--- src/rtl/tokdct_pkg.sv ---
package tokdct_pkg;
  localparam int TILE  = 8;   // DCT length
  localparam int CBITS = 8;   // constant width, 7 fractional bits
  localparam int CMIN  = 4;   // width of the coarsest constant kept

  // 64*cos(m*pi/16), rounded
  function automatic int cos_mag(input int m);
    case (m)
      0: return 64;  1: return 63;  2: return 59;  3: return 53;
      4: return 45;  5: return 36;  6: return 24;  7: return 12;
      default: return 0;
    endcase
  endfunction

  // full-precision basis value for frequency f, sample s
  function automatic int basis(input int f, input int s);
    int a;
    int sg;
    if (f == 0) return 45;
    a  = ((2 * s + 1) * f) % 32;
    sg = 1;
    if (a > 16) a = 32 - a;
    if (a > 8) begin
      a  = 16 - a;
      sg = -1;
    end
    return sg * cos_mag(a);
  endfunction

  // constant width for frequency idx out of n retained
  function automatic int prec(input int idx, input int n);
    return CBITS - ((CBITS - CMIN) * idx) / (n - 1);
  endfunction

  // basis value with its low bits floored away
  function automatic int qcoef(input int f, input int s, input int bits);
    int sh;
    sh = CBITS - bits;
    return (basis(f, s) >>> sh) <<< sh;
  endfunction

  // zig-zag walk of the kept corner: vertical then horizontal frequency
  function automatic int zz_row(input int k);
    case (k)
      2, 7, 13:  return 1;
      3, 8, 12:  return 2;
      9, 11:     return 3;
      10:        return 4;
      4:         return 1;
      default:   return 0;
    endcase
  endfunction

  function automatic int zz_col(input int k);
    case (k)
      1, 4, 8, 11: return 1;
      5, 7, 12:    return 2;
      6, 13:       return 3;
      default:     return 0;
    endcase
  endfunction
endpackage

--- src/rtl/tokdct_cmul.sv ---
module tokdct_cmul import tokdct_pkg::*; #(
  parameter int IW = 9,
  parameter int OW = 19,
  parameter int K  = 0
) (
  input  logic signed [IW-1:0] x,
  output logic signed [OW-1:0] y
);
  localparam int MAG = (K < 0) ? -K : K;

  logic signed [OW-1:0] xe;
  logic signed [OW-1:0] sum;

  assign xe = OW'(x);

  always_comb begin
    sum = '0;
    for (int b = 0; b < CBITS; b++)
      if (MAG[b]) sum = sum + (xe <<< b);
    y = (K < 0) ? -sum : sum;
  end
endmodule

--- src/rtl/tokdct_rows.sv ---
module tokdct_rows import tokdct_pkg::*; #(
  parameter int PIX_W = 8,
  parameter int ROWS  = 5,
  parameter int TW    = 19,
  localparam int IW   = PIX_W + 1,
  localparam int AW   = $clog2(TILE)
) (
  input  logic                 clk,
  input  logic                 rst_n,
  input  logic                 en,
  input  logic [PIX_W-1:0]     pix,
  input  logic [AW-1:0]        row_i,
  input  logic [AW-1:0]        col_j,
  output logic signed [TW-1:0] acc [ROWS][TILE]
);
  logic signed [IW-1:0] xs;
  logic signed [TW-1:0] prod [ROWS][TILE];
  logic signed [TW-1:0] pick [ROWS];

  // level shift by half range: invert MSB, then sign extend
  assign xs = {{2{~pix[PIX_W-1]}}, pix[PIX_W-2:0]};

  for (genvar u = 0; u < ROWS; u++) begin : g_freq
    for (genvar i = 0; i < TILE; i++) begin : g_samp
      tokdct_cmul #(.IW(IW), .OW(TW), .K(qcoef(u, i, prec(u, ROWS)))) u_mul (
        .x(xs), .y(prod[u][i]));
    end
    assign pick[u] = prod[u][row_i];
  end

  always_ff @(posedge clk or negedge rst_n) begin
    if (!rst_n) begin
      acc <= '{default: '0};
    end else if (en) begin
      for (int u = 0; u < ROWS; u++)
        acc[u][col_j] <= (row_i == '0) ? pick[u] : acc[u][col_j] + pick[u];
    end
  end
endmodule

--- src/rtl/tokdct_cols.sv ---
module tokdct_cols import tokdct_pkg::*; #(
  parameter int ROWS     = 5,
  parameter int COLS     = 4,
  parameter int TW       = 19,
  parameter int MID_W    = 9,
  parameter int RQ_SHIFT = 7,
  parameter int YW       = 20,
  localparam int UW      = $clog2(ROWS),
  localparam int VW      = $clog2(COLS)
) (
  input  logic signed [TW-1:0] acc [ROWS][TILE],
  input  logic [UW-1:0]        u_sel,
  input  logic [VW-1:0]        v_sel,
  output logic signed [YW-1:0] y
);
  localparam int MAXV = (1 << (MID_W - 1)) - 1;
  localparam int MINV = -(1 << (MID_W - 1));

  logic signed [TW:0]      rnd [TILE];
  logic signed [MID_W-1:0] q   [TILE];
  logic signed [YW-1:0]    cp  [COLS][TILE];
  logic signed [YW-1:0]    sum;

  // round half up, then clamp to the mid precision
  always_comb begin
    for (int j = 0; j < TILE; j++) begin
      rnd[j] = ((TW+1)'(acc[u_sel][j]) + (TW+1)'(1 <<< (RQ_SHIFT - 1))) >>> RQ_SHIFT;
      if (rnd[j] > (TW+1)'(MAXV))      q[j] = MID_W'(MAXV);
      else if (rnd[j] < (TW+1)'(MINV)) q[j] = MID_W'(MINV);
      else                             q[j] = rnd[j][MID_W-1:0];
    end
  end

  for (genvar v = 0; v < COLS; v++) begin : g_freq
    for (genvar j = 0; j < TILE; j++) begin : g_samp
      tokdct_cmul #(.IW(MID_W), .OW(YW), .K(qcoef(v, j, prec(v, COLS)))) u_mul (
        .x(q[j]), .y(cp[v][j]));
    end
  end

  always_comb begin
    sum = '0;
    for (int j = 0; j < TILE; j++) sum = sum + cp[v_sel][j];
    y = sum;
  end
endmodule

--- src/rtl/freq_token_dct.sv ---
module freq_token_dct import tokdct_pkg::*; #(
  parameter int PIX_W    = 8,
  parameter int ROWS     = 5,
  parameter int COLS     = 4,
  parameter int KEEP     = 14,
  parameter int MID_W    = 9,
  parameter int RQ_SHIFT = 7,
  localparam int YW      = MID_W + CBITS + 3,
  localparam int IDX_W   = $clog2(KEEP)
) (
  input  logic                 clk,
  input  logic                 rst_n,
  input  logic                 pix_valid,
  output logic                 pix_ready,
  input  logic [PIX_W-1:0]     pix_data,
  output logic                 coef_valid,
  input  logic                 coef_ready,
  output logic signed [YW-1:0] coef_data,
  output logic [IDX_W-1:0]     coef_idx,
  output logic                 coef_last
);
  localparam int TW   = PIX_W + CBITS + 3;
  localparam int NPIX = TILE * TILE;
  localparam int PCW  = $clog2(NPIX);
  localparam int AW   = $clog2(TILE);
  localparam int UW   = $clog2(ROWS);
  localparam int VW   = $clog2(COLS);

  logic                 draining;
  logic [PCW-1:0]       pcnt;
  logic [IDX_W-1:0]     k;
  logic                 take;
  logic [UW-1:0]        u_sel;
  logic [VW-1:0]        v_sel;
  logic signed [TW-1:0] acc [ROWS][TILE];

  assign pix_ready = !draining;
  assign take      = pix_valid && pix_ready;

  always_ff @(posedge clk or negedge rst_n) begin
    if (!rst_n) begin
      draining <= 1'b0;
      pcnt     <= '0;
      k        <= '0;
    end else if (!draining) begin
      if (take) begin
        pcnt <= pcnt + 1'b1;
        if (pcnt == PCW'(NPIX - 1)) begin
          draining <= 1'b1;
          k        <= '0;
        end
      end
    end else if (coef_ready) begin
      if (k == IDX_W'(KEEP - 1)) draining <= 1'b0;
      else                       k <= k + 1'b1;
    end
  end

  tokdct_rows #(.PIX_W(PIX_W), .ROWS(ROWS), .TW(TW)) u_rows (
    .clk(clk), .rst_n(rst_n), .en(take), .pix(pix_data),
    .row_i(pcnt[PCW-1:AW]), .col_j(pcnt[AW-1:0]), .acc(acc));

  always_comb begin
    u_sel = UW'(zz_row(int'(k)));
    v_sel = VW'(zz_col(int'(k)));
  end

  tokdct_cols #(.ROWS(ROWS), .COLS(COLS), .TW(TW), .MID_W(MID_W),
                .RQ_SHIFT(RQ_SHIFT), .YW(YW)) u_cols (
    .acc(acc), .u_sel(u_sel), .v_sel(v_sel), .y(coef_data));

  assign coef_valid = draining;
  assign coef_idx   = k;
  assign coef_last  = draining && (k == IDX_W'(KEEP - 1));
endmodule

--- config.mk ---
export PLATFORM = sky130hd
export DESIGN_NAME = freq_token_dct
export DESIGN_NICKNAME = d
export VERILOG_FILES = /design/src/rtl/tokdct_pkg.sv /design/src/rtl/tokdct_cmul.sv /design/src/rtl/tokdct_rows.sv /design/src/rtl/tokdct_cols.sv /design/src/rtl/freq_token_dct.sv
export SDC_FILE = /design/constraint.sdc
export NUM_CORES = 2
export LEC_CHECK = 0
export CAP_MARGIN = 20
export CORE_MARGIN = 2
export CORE_UTILIZATION = 61
export CTS_BUF_LIST = sky130_fd_sc_hd__clkbuf_8
export CTS_CLUSTER_SIZE = 25
export DETAILED_ROUTE_END_ITERATION = 10
export PLACE_DENSITY = 0.84
export SLEW_MARGIN = 15
export SYNTH_ARGS = -nofsm -noshare
export SYNTH_HDL_FRONTEND = slang
export SYNTH_SLANG_ARGS = --single-unit
--- constraint.sdc ---
create_clock -name clk -period 13.6 [get_ports clk]
set_input_delay 1.36 -clock clk [delete_from_list [all_inputs] [get_ports clk]]
set_output_delay 1.36 -clock clk [all_outputs]
set_load 0.02 [all_outputs]
==> summary by stage <==
Clock network
In this run the clock root is driven by a sky130_fd_sc_hd__clkbuf_8. The worst-case clock buffer depth is 3. The H-tree was split into 3 levels. The clock transition at the registers of the reported paths is 60 ps. The clock tree from TritonCTS is done. The number of buffers inserted for hold repair after clock tree synthesis is 0. Clock latency on the worst-skew pair, taken at its later pin, is 790 ps. The number of clock sinks seen by CTS is 691. The number of buffers added by the clock tree synthesis step is 105.

Synthesis
Synthesis produced a netlist whose cell count is 7819. The synthesized-area fraction occupied by and/or/nand/nor cells is 12.9%. The compound-cell area share of the yosys netlist is 19.9%.

The average cell area after synthesis is 8.87 um2. The flip-flop cell with the highest count after synthesis is sky130_fd_sc_hd__dfrtp_1. Counting every net in the synthesized netlist gives 8731. The synthesized design contains 0 enable-type register cells. The register area share after synthesis is 24.9%. After Yosys synthesis, XOR and XNOR cells account for 5.72% of the synthesized area. Counting flops and latches in the post-synthesis netlist gives 691. The cell area after synthesis is 69400 um2. The main combinational cell family by area after synthesis is compound AO/OA/AOI/OAI gates. The portion of synthesized area spent on multiplexers is 11.8%.

The synthesized netlist devotes 19.5% of its cell area to adder and majority cells. Of all flip-flops after synthesis, the portion carrying an async set or reset was 100%. During synthesis, Yosys emitted a total of 0 warnings. The count of unique library cells instantiated by Yosys is 107.

Worst setup path
The maximum fanout count along the critical path is 5. The critical path's most frequent cell is sky130_fd_sc_hd__inv_2. The destination of the critical timing path is coef_data[19]. The worst flop-to-flop path endpoint is u_rows.acc[645]. The critical path data arrival time is 12770 ps. The required time of the critical path is 12240 ps. The critical path in this run is classified as register to output port. Across all register-to-register paths, the minimum setup slack is 5420 ps.

For this design, the slowest cell found on the critical path is sky130_fd_sc_hd__mux4_4. STA classifies the critical path endpoint as an output port. The element type at the critical path start is a register.

The startpoint of the lowest-slack register-to-register path is pcnt[0]. The launching element of the worst setup path is coef_idx[0]. For the worst flop-to-flop path, the logic depth is 22.

On the worst path, the slowest cell contributes a delay of 650 ps.

Final layout
The top cell types in the final layout, fill and taps aside, are sky130_fd_sc_hd__buf_4 (1037), sky130_fd_sc_hd__nand2_1 (1023), sky130_fd_sc_hd__o21ai_0 (930). From synthesis to final layout, the design area changed by 19.2%. Cells with a size suffix above 1 make up 22.5% of the layout. For this run, the post-layout net count is 9575. The library cell used most frequently in the layout, excluding fill and tap cells, is sky130_fd_sc_hd__buf_4. The final standard cell count with taps included and fillers excluded is 10.3k. The final cell area excluding filler cells is 82700 um2.

Floorplan
The height of the die is 341 um. The core region is 113000 um2. The number of placement rows is 123. In this run the horizontal extent of the chip is 341 um. The starting density of the core is 61.6%. The floorplan step defined a die boundary enclosing 116000 um2. During I/O placement, the number of pins put on the boundary was 39.

Drt
Dividing the detail-routed wire length by the instance count gives 25.3 um. For this run, the detailed router's first-pass iteration total came to 7. The vias after detailed routing is 68.0k. After detailed routing, the number of vias per cell comes to 6.64.

The number of nets still failing antenna checks after routing is 0. The remaining design rule violation count is 0. Summed over all layers, the routed wires come to 259 mm. The initial detailed-routing violation count is 8803.

Placed design
The number of cells in the design after placement is 9977. The number of buffer cells added on primary ports is 38. Routability-driven placement finished with a final weighted congestion of 1.05. The detailed-placement wirelength estimate is 189 mm. The cell area reported after detailed placement is 78100 um2.

Global routing
The wire length of the first global-routing pass is 391 mm. The initial antenna violation count is 3. The number of global-route vias before repair came to 67.9k. Entering global routing, the biggest net connects 198 pins. The global-route congestion overflow total is 0. In the global route stage, overall resource usage came out at 43.4%.

Run status
The final reports fail on setup timing. The run finished, with violations left.

STA
The smallest setup slack after layout is -527 ps. The worst clock skew is 71.2 ps. The worst path in the final design needs a cycle of 14130 ps, including I/O delays and setup.

Setup violations remaining at the end of the flow were counted as 1. The slew of the pin with the lowest slew margin is 1220 ps. The number of hold violations in the final report came to 0. Of the available clock period, the critical path in the final layout requires 104%. Setup repair after global routing could not meet its margin everywhere. Headroom to the max-slew limit came out at 18.9%. The max-slew violation count is 0.

The setup TNS after final layout is -527 ps. The upper clock frequency limit is 70.8 MHz.

Worst hold path
The type of the worst min-delay path is register to register.

Flow run
Across the run, the number of max-cap violations was 0.
==> per-layer routing <==
metal / part of all wire [%] / track usage, %
met4: 10 / 34.0
met5: 0.023 / 0
met1: 34 / 50.4
met3: 12 / 13.1
met2: 44 / 67.4
==> worst min-delay path by stage <==
stage	startpoint	endpoint	slack, ps	cells past startpoint
after floorplan	u_rows.acc[100]	u_rows.acc[100]	440	2
final	u_rows.acc[441]	u_rows.acc[441]	480	2
after global placement	u_rows.acc[627]	u_rows.acc[627]	460	2
after detailed placement	u_rows.acc[156]	u_rows.acc[156]	470	2
after global routing	u_rows.acc[575]	u_rows.acc[575]	510	2
after CTS	u_rows.acc[344]	u_rows.acc[344]	480	2
==> layout make-up <==
cell class                 count  area [um2]
sequential                   691       17300
timing repair buffer        1133        9130
clock inverter                65         373
clock buffer                 130        1790
multi-input combinational   6196       50200
antenna                        2        5.00
tap                         1500        1880
inverter                     536        2020
fill                        7733       30000
==> worst max-delay path: cells and delay by family, from the launching register on <==
| kind | cells | cell delay, ps |
|---|---|---|
| buf+inv | 10 | 1040 |
| flops | 1 | 390 |
| fa+ha+maj | 11 | 3750 |
| xor+xnor | 4 | 930 |
| mux | 2 | 1180 |
| simple gates | 10 | 1720 |
| compound gates | 18 | 3040 |
==> kinds of logic (layout without fill, tap and decap cells) <==
family	after synthesis	after routing
other	0	2
AND/OR/NAND/NOR	1990	1990
AO/OA/AOI/OAI	2303	2303
XOR/XNOR	449	449
multiplexers	552	552
flip-flops	691	691
buffers and inverters	932	1864
adder cells (fa/ha/maj)	902	902
==> what timing repair did <==
item / 4_1_cts / 5_1_grt
gates resized for setup: 273 / 160
setup buffers: 47 / 26
setup endpoints to repair: 11 / 11
gates cloned: 2 / 0
pin swaps: 123 / 102
==> flip-flops by register name, indices dropped and copies added, names as in the netlist <==
| register | flops |
|---|---|
| u_rows.acc | 680 |
| coef_valid | 1 |
| pcnt | 6 |
| coef_idx | 4 |
==> cell usage after synthesis (all sizes together), types with 122 or more instances <==
cell type  number  area, um2
a21o          148       1110
a21oi         493       2480
clkbuf        286       1070
dfrtp         691      17300
fa            295       5910
ha            605       7570
inv           533       2000
mux2          158       1780
mux2i         198       1990
mux4          196       4410
nand2        1041       3910
nor2          340       1280
o21ai         993       4980
xnor2         325       2850
xor2          122       1070
==> stage by stage <==
step           worst slack [ps]  utilization [%]  hold WS (ps)
3_3_place_gp               -563             69.3           456
3_5_place_dp              -1050             69.3           468
4_1_cts                    -175             72.6           483
6_report                   -527             73.4           480
5_1_grt                    -895             73.4           507
2_1_floorplan              8.32                -           445
Power is not shown: default switching activity piles up to over one toggle a cycle in this logic, so the estimate is an artifact.
